File: config.mk
export PLATFORM = sky130hd
export DESIGN_NAME = sdh_cmd_stat
export DESIGN_NICKNAME = d
export VERILOG_FILES = /design/src/rtl/sdh_pkg.sv /design/src/rtl/sdh_cmd_ctl.sv /design/src/rtl/sdh_rsp_eval.sv /design/src/rtl/sdh_rsp_bank.sv /design/src/rtl/sdh_stat_irq.sv /design/src/rtl/sdh_cmd_stat.sv
export SDC_FILE = /design/constraint.sdc
export NUM_CORES = 1
export LEC_CHECK = 0
export ABC_AREA = 1
export ABC_CLOCK_PERIOD_IN_PS = 1800
export CAP_MARGIN = 25
export CELL_PAD_IN_SITES_DETAIL_PLACEMENT = 0
export CELL_PAD_IN_SITES_GLOBAL_PLACEMENT = 1
export CORE_ASPECT_RATIO = 0.5
export CORE_MARGIN = 3
export CORE_UTILIZATION = 30
export DETAILED_ROUTE_END_ITERATION = 8
export PLACE_DENSITY = 0.67
export SLEW_MARGIN = 30
export SYNTH_ARGS = -nofsm -noshare
export SYNTH_HDL_FRONTEND = slang
export SYNTH_HIERARCHICAL = 1
export SYNTH_SLANG_ARGS = --single-unit
File: constraint.sdc
create_clock -name clk_i -period 1.8 [get_ports clk_i]
set_clock_uncertainty 0.15 [all_clocks]
set_input_delay 0.18 -clock clk_i [delete_from_list [all_inputs] [get_ports clk_i]]
set_output_delay 0.18 -clock clk_i [all_outputs]
set_load 0.03 [all_outputs]
File: src/rtl/sdh_pkg.sv
package sdh_pkg;
  localparam int unsigned ADDR_W = 4;
  localparam int unsigned REG_W  = 16;

  localparam logic [ADDR_W-1:0] A_CMD    = 4'd0;
  localparam logic [ADDR_W-1:0] A_ARG_LO = 4'd1;
  localparam logic [ADDR_W-1:0] A_ARG_HI = 4'd2;
  localparam logic [ADDR_W-1:0] A_CTRL   = 4'd3;
  localparam logic [ADDR_W-1:0] A_STAT   = 4'd4;
  localparam logic [ADDR_W-1:0] A_MASK   = 4'd5;
  localparam int unsigned       RSP_BASE = 8;

  localparam int unsigned ST_DONE = 0;
  localparam int unsigned ST_CDET = 1;
  localparam int unsigned ST_STOP = 2;
  localparam int unsigned ST_TMO  = 7;
  localparam int unsigned ST_CERR = 14;

  localparam logic [2:0] RT_NONE = 3'd0;
  localparam logic [2:0] RT_STD  = 3'd1;
  localparam logic [2:0] RT_LONG = 3'd2;
  localparam logic [2:0] RT_OCR  = 3'd3;
  localparam logic [2:0] RT_ADDR = 3'd6;

  localparam logic [31:0] STD_ERR_BITS  = 32'hFDF9_0000;
  localparam logic [15:0] ADDR_ERR_BITS = 16'hE008;
  localparam int unsigned SHORT_BYTES   = 4;

  typedef struct packed {
    logic       dir;
    logic       rsvd14;
    logic [1:0] ctype;
    logic       busy;
    logic [2:0] rtype;
    logic       init;
    logic       rsvd6;
    logic [5:0] idx;
  } cmd_word_t;
endpackage

File: src/rtl/sdh_cmd_ctl.sv
module sdh_cmd_ctl
  import sdh_pkg::*;
(
  input  logic              clk_i,
  input  logic              rst_ni,
  input  logic              wr_en_i,
  input  logic [ADDR_W-1:0] wr_addr_i,
  input  logic [REG_W-1:0]  wr_data_i,
  input  logic              rsp_done_i,
  output logic              en_o,
  output logic [31:0]       arg_o,
  output cmd_word_t         cmd_o,
  output logic              busy_o,
  output logic              req_o,
  output logic              accept_o,
  output logic              init_hit_o,
  output logic              done_o
);
  cmd_word_t wr_cmd;
  logic      cmd_wr, launch;
  logic      en_q, busy_q, req_q;
  logic [31:0] arg_q;
  cmd_word_t cmd_q;

  assign wr_cmd     = cmd_word_t'(wr_data_i);
  assign cmd_wr     = wr_en_i && (wr_addr_i == A_CMD);
  assign accept_o   = cmd_wr && en_q && !busy_q;
  assign init_hit_o = accept_o && wr_cmd.init && (wr_cmd.idx == '0);
  assign launch     = accept_o && !init_hit_o;
  assign done_o     = busy_q && rsp_done_i;

  always_ff @(posedge clk_i or negedge rst_ni) begin
    if (!rst_ni) begin
      en_q   <= 1'b0;
      arg_q  <= '0;
      cmd_q  <= '0;
      busy_q <= 1'b0;
      req_q  <= 1'b0;
    end else begin
      req_q <= launch;
      if (wr_en_i && wr_addr_i == A_CTRL)   en_q <= wr_data_i[0];
      if (wr_en_i && wr_addr_i == A_ARG_LO) arg_q[15:0]  <= wr_data_i;
      if (wr_en_i && wr_addr_i == A_ARG_HI) arg_q[31:16] <= wr_data_i;
      if (accept_o) cmd_q <= wr_cmd;
      if (launch)      busy_q <= 1'b1;
      else if (done_o) busy_q <= 1'b0;
    end
  end

  assign en_o   = en_q;
  assign arg_o  = arg_q;
  assign cmd_o  = cmd_q;
  assign busy_o = busy_q;
  assign req_o  = req_q;

  // a launch strobes the request on the next cycle
  p_req_follows_launch_r1: assert property (@(posedge clk_i) disable iff (!rst_ni)
    (cmd_wr && en_q && !busy_q && !(wr_cmd.init && wr_cmd.idx == '0)) |=> (req_o && busy_o));
  // a write while disabled changes nothing on the card side
  p_disabled_ignored_r2: assert property (@(posedge clk_i) disable iff (!rst_ni)
    (cmd_wr && !en_q && !busy_q) |=> (!req_o && !busy_o && $stable(cmd_q)));
  // completion drops busy
  p_done_releases_r13: assert property (@(posedge clk_i) disable iff (!rst_ni)
    (busy_o && rsp_done_i) |=> !busy_o);
  // init with index 0 never launches
  p_init_no_req_r4: assert property (@(posedge clk_i) disable iff (!rst_ni)
    (cmd_wr && en_q && !busy_q && wr_cmd.init && wr_cmd.idx == '0) |=> !req_o);
endmodule

File: src/rtl/sdh_rsp_eval.sv
module sdh_rsp_eval
  import sdh_pkg::*;
#(
  parameter int unsigned LONG_BYTES = 16,
  parameter int unsigned STOP_IDX   = 12,
  localparam int unsigned LEN_W     = $clog2(LONG_BYTES + 1)
) (
  input  logic [2:0]       rtype_i,
  input  logic [5:0]       idx_i,
  input  logic [LEN_W-1:0] len_i,
  input  logic [31:0]      head_i,
  output logic [REG_W-1:0] set_o,
  output logic             tmo_o,
  output logic             load_o
);
  logic        is_short, is_long, err;
  logic [31:0] word;

  // card status word: byte0 is most significant
  assign word     = {head_i[7:0], head_i[15:8], head_i[23:16], head_i[31:24]};
  assign is_short = (rtype_i == RT_STD) || (rtype_i == RT_OCR) || (rtype_i == RT_ADDR);
  assign is_long  = (rtype_i == RT_LONG);
  assign tmo_o    = (is_short && len_i < LEN_W'(SHORT_BYTES)) ||
                    (is_long  && len_i < LEN_W'(LONG_BYTES));
  assign err      = ((rtype_i == RT_STD)  && |(word & STD_ERR_BITS)) ||
                    ((rtype_i == RT_ADDR) && |(word[15:0] & ADDR_ERR_BITS));
  assign load_o   = !tmo_o && (is_short || is_long);

  always_comb begin
    set_o = '0;
    if (tmo_o) begin
      set_o[ST_TMO] = 1'b1;
    end else begin
      set_o[ST_DONE] = 1'b1;
      set_o[ST_STOP] = (idx_i == 6'(STOP_IDX));
      set_o[ST_CERR] = err;
    end
  end
endmodule

File: src/rtl/sdh_rsp_bank.sv
module sdh_rsp_bank
  import sdh_pkg::*;
#(
  parameter int unsigned N_REGS = 8,
  localparam int unsigned N_BYTES = 2 * N_REGS
) (
  input  logic                    clk_i,
  input  logic                    rst_ni,
  input  logic                    clr_i,
  input  logic                    load_i,
  input  logic [8*N_BYTES-1:0]    bytes_i,
  output logic [REG_W*N_REGS-1:0] rsp_o
);
  for (genvar r = 0; r < N_REGS; r++) begin : g_reg
    localparam int unsigned PAIR = N_REGS - 1 - r;
    logic [REG_W-1:0] q;
    always_ff @(posedge clk_i or negedge rst_ni) begin
      if (!rst_ni)     q <= '0;
      else if (clr_i)  q <= '0;
      else if (load_i) q <= {bytes_i[16*PAIR +: 8], bytes_i[16*PAIR+8 +: 8]};
    end
    assign rsp_o[REG_W*r +: REG_W] = q;
  end

  // clearing and loading come from disjoint phases of a command
  p_clr_load_excl_r3: assert property (@(posedge clk_i) disable iff (!rst_ni)
    !(clr_i && load_i));
  // a clear leaves every register at zero
  p_clear_zero_r3: assert property (@(posedge clk_i) disable iff (!rst_ni)
    clr_i |=> (rsp_o == '0));
endmodule

File: src/rtl/sdh_stat_irq.sv
module sdh_stat_irq
  import sdh_pkg::*;
(
  input  logic             clk_i,
  input  logic             rst_ni,
  input  logic             wr_stat_i,
  input  logic             wr_mask_i,
  input  logic [REG_W-1:0] wr_data_i,
  input  logic [REG_W-1:0] set_i,
  input  logic             cdet_i,
  output logic [REG_W-1:0] status_o,
  output logic [REG_W-1:0] mask_o,
  output logic             irq_o
);
  logic [REG_W-1:0] status_q, clr, rise_set;
  logic [REG_W-2:0] mask_q;
  logic             cdet_q;

  assign clr      = wr_stat_i ? wr_data_i : '0;
  assign rise_set = REG_W'(cdet_i && !cdet_q) << ST_CDET;

  always_ff @(posedge clk_i or negedge rst_ni) begin
    if (!rst_ni) begin
      status_q <= '0;
      mask_q   <= '0;
      cdet_q   <= 1'b0;
    end else begin
      cdet_q   <= cdet_i;
      status_q <= (status_q & ~clr) | set_i | rise_set;
      if (wr_mask_i) mask_q <= wr_data_i[REG_W-2:0];
    end
  end

  assign status_o = status_q;
  assign mask_o   = {1'b0, mask_q};
  assign irq_o    = |(status_q[REG_W-2:0] & mask_q);

  // written ones are gone unless an event sets them again
  p_w1c_r10: assert property (@(posedge clk_i) disable iff (!rst_ni)
    (wr_stat_i && set_i == '0 && !(cdet_i && !cdet_q)) |=> ((status_q & $past(wr_data_i)) == '0));
  // a card-detect edge is recorded even against a clear
  p_cdet_edge_r11: assert property (@(posedge clk_i) disable iff (!rst_ni)
    (cdet_i && !cdet_q) |=> status_q[ST_CDET]);
  // the top mask bit never stores
  p_mask_top_r9: assert property (@(posedge clk_i) disable iff (!rst_ni)
    wr_mask_i |=> (mask_o[REG_W-1] == 1'b0 && mask_o[REG_W-2:0] == $past(wr_data_i[REG_W-2:0])));
endmodule

File: src/rtl/sdh_cmd_stat.sv
module sdh_cmd_stat
  import sdh_pkg::*;
#(
  parameter int unsigned N_RSP_REGS = 8,
  parameter int unsigned STOP_IDX   = 12,
  localparam int unsigned N_BYTES   = 2 * N_RSP_REGS,
  localparam int unsigned LEN_W     = $clog2(N_BYTES + 1)
) (
  input  logic               clk_i,
  input  logic               rst_ni,
  input  logic               wr_en_i,
  input  logic [ADDR_W-1:0]  wr_addr_i,
  input  logic [REG_W-1:0]   wr_data_i,
  input  logic [ADDR_W-1:0]  rd_addr_i,
  output logic [REG_W-1:0]   rd_data_o,
  output logic               cmd_req_o,
  output logic [5:0]         cmd_idx_o,
  output logic [31:0]        cmd_arg_o,
  output logic [1:0]         cmd_type_o,
  output logic               cmd_dir_o,
  output logic               busy_o,
  input  logic               rsp_done_i,
  input  logic [LEN_W-1:0]   rsp_len_i,
  input  logic [8*N_BYTES-1:0] rsp_bytes_i,
  input  logic               card_det_i,
  output logic               irq_o
);
  logic             en, accept, init_hit, done, tmo, load;
  logic [31:0]      arg;
  cmd_word_t        cmd;
  logic [REG_W-1:0] eval_set, set, status, mask;
  logic [REG_W*N_RSP_REGS-1:0] rsp_flat;
  logic             unused_cmd_bits;

  sdh_cmd_ctl u_ctl (
    .clk_i, .rst_ni, .wr_en_i, .wr_addr_i, .wr_data_i, .rsp_done_i,
    .en_o(en), .arg_o(arg), .cmd_o(cmd), .busy_o, .req_o(cmd_req_o),
    .accept_o(accept), .init_hit_o(init_hit), .done_o(done)
  );

  sdh_rsp_eval #(.LONG_BYTES(N_BYTES), .STOP_IDX(STOP_IDX)) u_eval (
    .rtype_i(cmd.rtype), .idx_i(cmd.idx), .len_i(rsp_len_i), .head_i(rsp_bytes_i[31:0]),
    .set_o(eval_set), .tmo_o(tmo), .load_o(load)
  );

  sdh_rsp_bank #(.N_REGS(N_RSP_REGS)) u_bank (
    .clk_i, .rst_ni, .clr_i(accept), .load_i(done && load),
    .bytes_i(rsp_bytes_i), .rsp_o(rsp_flat)
  );

  assign set = (init_hit ? REG_W'(1) << ST_DONE : '0) | (done ? eval_set : '0);

  sdh_stat_irq u_stat (
    .clk_i, .rst_ni,
    .wr_stat_i(wr_en_i && wr_addr_i == A_STAT),
    .wr_mask_i(wr_en_i && wr_addr_i == A_MASK),
    .wr_data_i, .set_i(set), .cdet_i(card_det_i),
    .status_o(status), .mask_o(mask), .irq_o
  );

  assign cmd_idx_o       = cmd.idx;
  assign cmd_type_o      = cmd.ctype;
  assign cmd_dir_o       = cmd.dir;
  assign cmd_arg_o       = arg;
  assign unused_cmd_bits = ^{cmd.busy, cmd.init, cmd.rsvd6, cmd.rsvd14};

  always_comb begin
    rd_data_o = '0;
    case (rd_addr_i)
      A_CMD:    rd_data_o = REG_W'(cmd);
      A_ARG_LO: rd_data_o = arg[15:0];
      A_ARG_HI: rd_data_o = arg[31:16];
      A_CTRL:   rd_data_o = REG_W'(en);
      A_STAT:   rd_data_o = status;
      A_MASK:   rd_data_o = mask;
      default: begin
        for (int r = 0; r < N_RSP_REGS; r++)
          if (rd_addr_i == ADDR_W'(RSP_BASE + r)) rd_data_o = rsp_flat[REG_W*r +: REG_W];
      end
    endcase
  end

  // a short completion flags timeout and leaves responses cleared
  p_timeout_r5: assert property (@(posedge clk_i) disable iff (!rst_ni)
    (done && tmo) |=> (status[ST_TMO] && rsp_flat == '0));
  // stop index adds the extra completion bit
  p_stop_bit_r6: assert property (@(posedge clk_i) disable iff (!rst_ni)
    (done && !tmo && cmd.idx == 6'(STOP_IDX)) |=> (status[ST_DONE] && status[ST_STOP]));
  // a completion while idle leaves responses alone
  p_idle_done_r13: assert property (@(posedge clk_i) disable iff (!rst_ni)
    (rsp_done_i && !busy_o && !wr_en_i) |=> $stable(rsp_flat));
endmodule

## Yosys cells after proc, flatten, opt, wreduce, memory -nomap -nowiden

Index checks and enable logic that the tools add are counted.

- $lt $le $gt $ge: 2
- Equal/unequal tests: 23
- Mux-type cells: 34
- Bitwise operators: 6
- Reduce and logical (&&, ||, !) cells: 36

Operators with widths:

| operator | count |
|---|---|
| two-way mux 16 bit | 25 |
| case mux 16 bit (6 select lines) | 1 |
| equality test 4 bit (second input constant) | 8 |
| logical AND 1 bit | 19 |
| AND 16 bit | 1 |
| equality test 4 x 2 -> 1 bit (second input constant) | 4 |
| equality test 4 x 3 -> 1 bit (second input constant) | 4 |
| inverter 16 bit | 1 |
| bitwise OR 16 x 15 -> 16 bit | 1 |
| bitwise OR 16 x 2 -> 16 bit | 1 |
| AND 15 bit | 1 |
| two-way mux 15 bit | 1 |
| bitwise OR 1 x 15 -> 15 bit | 1 |
| OR reduction 15 bit | 1 |
| OR reduction 13 bit | 1 |
| equality test 4 x 1 -> 1 bit (second input constant) | 2 |
| logical NOT 4 bit | 2 |
| two-way mux 1 bit | 7 |
| equality test 3 x 2 -> 1 bit (second input constant) | 2 |
| equality test 6 x 4 -> 1 bit (second input constant) | 1 |
| logical NOT 6 bit | 1 |
| logical OR 1 bit | 5 |
| < comparator 5 x 3 -> 1 bit (second input constant) | 1 |
| < comparator 5 bit (second input constant) | 1 |
| other kinds (5) | 9 |

- Flip-flop bits (word level): 211
- Bits of input ports: 162
- Logic and storage cells: 125

## Depth between registers and ports, before layout

- Depth in word-level cells: 10
- Gate-level depth with buffers: 13
- Depth with buffers taken out: 11

## Cells and area by module

The synthesis kept the hierarchy.

By module, submodules not included:

| module | times used | cells an instance | area an instance (um2) |
|---|---|---|---|
| sdh_rsp_bank | 1 | 556 | 5082.4 |
| sdh_cmd_stat | 1 | 459 | 2160.8 |
| sdh_cmd_ctl | 1 | 207 | 1983.2 |
| sdh_stat_irq | 1 | 121 | 1377.6 |
| sdh_rsp_eval | 1 | 48 | 260.2 |

## Least setup slack after synthesis

Ideal clock, no wire load.

- Path type: reg-to-reg
- From: reg u_ctl.busy_q (netlist: u_ctl/busy_o)
- To: reg u_bank.g_reg[0].q[10]
- Library setup time: 0.065 ns
- Arrival: 1.532 ns
- Setup slack: 0.053 ns
- Cell stages (with the launch flop): 10
- Period minus slack after synthesis: 1.747 ns
- Path through: dfrtp_1 nand2_1 inv_1 clkbuf_1 nand2_1 inv_1 buf_2 buf_2 nand3_1 nand2_1

- Longest elaborated chain between the ends: 3

RTL lines:

| element | RTL line | RTL |
|---|---|---|
| from (decl) | sdh_cmd_ctl.sv:21 | `logic en_q, busy_q, req_q;` |
| from (signal assigned) | sdh_cmd_ctl.sv:37 | `busy_q <= 1'b0;` |
| from (signal assigned) | sdh_cmd_ctl.sv:45 | `if (launch) busy_q <= 1'b1;` |
| from (signal assigned) | sdh_cmd_ctl.sv:46 | `else if (done_o) busy_q <= 1'b0;` |
| logical AND 1 bit | sdh_cmd_ctl.sv:30 | `assign done_o = busy_q && rsp_done_i;` |
| net done | sdh_cmd_stat.sv:28 | `logic en, accept, init_hit, done, tmo, load;` |
| logical AND 1 bit | sdh_cmd_stat.sv:47 | `.clk_i, .rst_ni, .clr_i(accept), .load_i(done && load),` |
| nonzero test 2 bit (no source line) | n/a |  |
| to (signal assigned) | sdh_rsp_bank.sv:20 | `else if (load_i) q <= {bytes_i[16*PAIR +: 8], bytes_i[16*PAIR+8 +: 8]};` |
| to (decl) | sdh_rsp_bank.sv:16 | `logic [REG_W-1:0] q;` |

The timed path passes the listed nets, and every way through them passes these cells.
A chain may end at the register's enable or synchronous reset.

## Worst setup path in the final report

- From: reg u_bank.g_reg[0].q[7]
- To: out rd_data_o[7]

- Longest elaborated chain between the ends: 9

RTL lines:

| element | RTL line | RTL |
|---|---|---|
| two-way mux 16 bit (8 in series) | sdh_cmd_stat.sv:78 | `if (rd_addr_i == ADDR_W'(RSP_BASE + r)) rd_data_o = rsp_flat[REG_W*r +: REG_W];` |
| case mux 16 bit (6 select lines) | sdh_cmd_stat.sv:69 | `case (rd_addr_i)` |
| to (decl) | sdh_cmd_stat.sv:15 | `output logic [REG_W-1:0] rd_data_o,` |

No other way between the ends.

==> results.ini <==
[critical_path]
worstSetupStartpointType = register
worstPathCellList = nand3_1 > nand2_1 > nor2_2 > nand3_2 > nand2_2 > nand4_1 > buf_12
cp_slowest_cell = dfrtp_1
crit_start = u_bank/g_reg[0].q[7]
crit_type = register to output pin
rr_worst_depth = 14
cp-end-kind = output pin
endpoint = rd_data_o[7]
critPathRequiredTime_ns = 1.47
rr_endpoint = u_bank/g_reg[4].q[0]
reg2reg_slack_ns = -0.37
max_stage_delay_ns = 0.40
r2r-start = u_ctl/cmd_o[10]
arrival_ns = 1.86
critPathMaxFanout = 2

[placed_design]
port_buffers = 219
place_congestion = 0.8943
dp_hpwl_microns = 28580

[die]
dieArea_sq_mm = 0.03867
fp.dieW_microns = 275.1
ios = 222
coreArea_sq_mm = 0.03507
rows = 48
die_y_microns = 140.6
start_util_pct = 30.98

[synth]
synthArstFlopShare_pct = 100.0
yosysUniqueCellTypes = 41
synth-edff-count = 0
ys_seq_area_share_pct = 48.60
ys_seq_elements = 211
avgSynthCellArea_sq_um = 7.810
ys_warn_count = 6
synth_cells = 1391
synth-main-ff-cell = dfrtp_1
synth_area_sq_mm = 0.01086

[detailed_routing]
drtIter0Drc = 885
vias_per_cell = 4.902
drt_first_pass_iters = 5
wl_per_cell_microns = 19.94
wirelength_microns = 44620
drc = 0
antenna_left = 0
vias = 10970

[final_layout]
register_area_sq_mm = 0.005286
nets = 1911
final_cell_mix = nand2_1 (386), dfrtp_1 (206), clkdlybuf4s50_1 (154), nand2_2 (128), nand3_2 (123)
layout-drive-gt1-share_pct = 37.74
multi_input_area_sq_mm = 0.006406
area_growth_pct = 68.41
diodes = 0
final_common_cell = nand2_1
fill_cells = 3193

[sta]
final.setup.tns_ns = -37.63
setup_viol = 146
drv_slew = 0
period_needed_ns = 2.190
fin_ws_ns = -0.3898
fin_crit_sh_pct = 121.7
rsz0062_at_grt = true
hold_violations = 0
fmax_ghz = 0.4567

[pwr]
total_power_mw = 13.41
p_sw_mw = 4.143
power_leakage_nw = 8.815
combPwrFrac_pct = 23.8
power_frac_clock_pct = 33.9
powerDensity_mw_per_mm2 = 733.2
peakVddDrop_mv = 0.5561
p_sw_share_pct = 30.89
intPower_mw = 9.271
p_seq_share_pct = 42.4

[global_route]
grt_start_max_net_pins = 81
gr-usage-all-layers_pct = 22.45
antenna_found_initial = 0
first_global_vias = 11280
gr-total-overflow = 0
grt_pass1_wl_microns = 67020

[clocking]
numCtsBuffers = 23
cts-root-buf = clkbuf_16
clk_pin_slew_ns = 0.07
cts.path.max_buffers = 3
numClockSinks = 211
clkLatencyLatePin_ns = 0.53
htreeDepth = 1
tritoncts = yes

[outcome]
status = finished, violations left
violations = setup timing

[worst_hold_path]
worst_hold_path_type = input pin to async pin

[flow_run]
max_cap_violations = 0

-- cell families (layout without fill, tap and decap cells) --
family                 Yosys count  in the layout  synth area share, %
AND/OR/NAND/NOR                896            897                36.16
flip-flops                     211            211                48.60
buffers and inverters          181            540                8.856
AO/OA/AOI/OAI                   86             86                4.411
multiplexers                    15             15                1.900
other                            2             13              0.06913
-- layer usage --
layer	share of wire [%]	GRT usage [%]	wire length [microns]	up-vias
met5	0	0	0	-
met4	2.1	4.688	946	0
met3	4.5	2.550	2000	55
met2	49	37.96	22060	277
met1	44	31.10	19610	5467
li1	-	-	-	5166
-- worst max-delay path, delay by kind of cell (launching register included) --
kind | cells | cell delay [ns]
DFF | 1 | 0.40
and+or+nand+nor | 6 | 0.72
buffers and inverters | 1 | 0.22
-- what timing repair did --
| item | CTS | global route |
|---|---|---|
| pin swaps | 165 | 117 |
| gates cloned | 32 | 4 |
| hold buffers | 1 | 0 |
| endpoints found under the hold margin | 211 | 0 |
| buffers inserted | 62 | 31 |
| endpoints found under the setup margin | 188 | 147 |
| gates resized for setup | 396 | 206 |
-- metrics by stage --
| step | cell area [sq um] | hold slack, ns | std cells | setup slack, ns | util, % |
|---|---|---|---|---|---|
| after global placement | 14210 | -0.01976 | 2094 | -0.7547 | 40.52 |
| after detailed placement | 14210 | -0.01564 | 2094 | -0.7555 | 40.52 |
| final | 18300 | 0.01202 | 2237 | -0.3898 | 52.17 |
| after global routing | 18300 | 0.02768 | 2237 | -0.4436 | 52.17 |
| after floorplan | 10910 | -0.2656 | 1402 | 0.05277 | - |
| after CTS | 17650 | 0.01214 | 2225 | -0.3728 | 50.32 |
-- final cells by class --
cell class                 count  share of cell area [%]
inverter                      88                   1.894
timing repair buffer         414                   27.11
multi-input combinational   1011                   35.01
clock inverter                 7                  0.2599
clock buffer                  31                   3.583
tap                          475                   3.248
sequential                   211                   28.89
-- registers in the layout, indices dropped and copies added (netlist names) --
name,count
u_bank/g.q,128
u_stat/mask_q,15
u_stat/status_o,16
u_ctl/cmd_o,16
u_ctl/arg_o,32
u_ctl/busy_o,1
u_ctl/req_o,1
u_stat/cdet_q,1
u_ctl/en_o,1
-- worst min path at each step --
stage | start | to | slack (ns) | cells after the start
2_1_floorplan | rst_ni | u_bank/g_reg[0].q[0] | -0.27 | 0
4_1_cts | rst_ni | u_bank/g_reg[5].q[4] | 0.01 | 2
3_5_place_dp | rst_ni | u_bank/g_reg[4].q[12] | -0.02 | 1
3_3_place_gp | rst_ni | u_bank/g_reg[3].q[6] | -0.02 | 1
6_report | rst_ni | u_bank/g_reg[5].q[4] | 0.01 | 2
5_1_grt | card_det_i | u_stat/cdet_q | 0.03 | 1
-- Yosys cell counts (2+ instances only) --
| cell | n | area [sq um] |
|---|---|---|
| a21o_1 | 16 | 120.1 |
| a21oi_1 | 14 | 70.07 |
| buf_2 | 36 | 180.2 |
| buf_4 | 36 | 270.3 |
| buf_6 | 10 | 112.6 |
| clkbuf_1 | 7 | 26.28 |
| clkbuf_4 | 2 | 15.01 |
| conb_1 | 2 | 7.510 |
| dfrtp_1 | 211 | 5280 |
| inv_1 | 81 | 304.0 |
| inv_2 | 5 | 18.77 |
| mux2_2 | 5 | 56.30 |
| mux2_4 | 10 | 150.1 |
| nand2_1 | 539 | 2023 |
| nand2_4 | 2 | 22.52 |
| nand3_1 | 217 | 1086 |
| nand3_2 | 12 | 120.1 |
| nand4_1 | 16 | 100.1 |
| nor2_1 | 69 | 259.0 |
| nor2_2 | 12 | 75.07 |
| nor2_4 | 6 | 67.56 |
| nor3_1 | 4 | 20.02 |
| nor3_4 | 2 | 32.53 |
| o21ai_0 | 11 | 55.05 |
| o21ai_1 | 42 | 210.2 |
| or2_0 | 8 | 50.05 |
| or2_2 | 2 | 12.51 |
-- power groups by stage --
stage / Clock [mW] / Sequential (mW) / Combinational, mW
floorplan: 0 / 5.95 / 0.943
global placement: 0 / 5.74 / 2.74
detailed placement: 0 / 5.76 / 2.77
CTS: 4.61 / 5.66 / 3.00
global route: 4.81 / 5.75 / 3.40
finish: 4.54 / 5.69 / 3.19
Power figures use the tool's default switching activity.
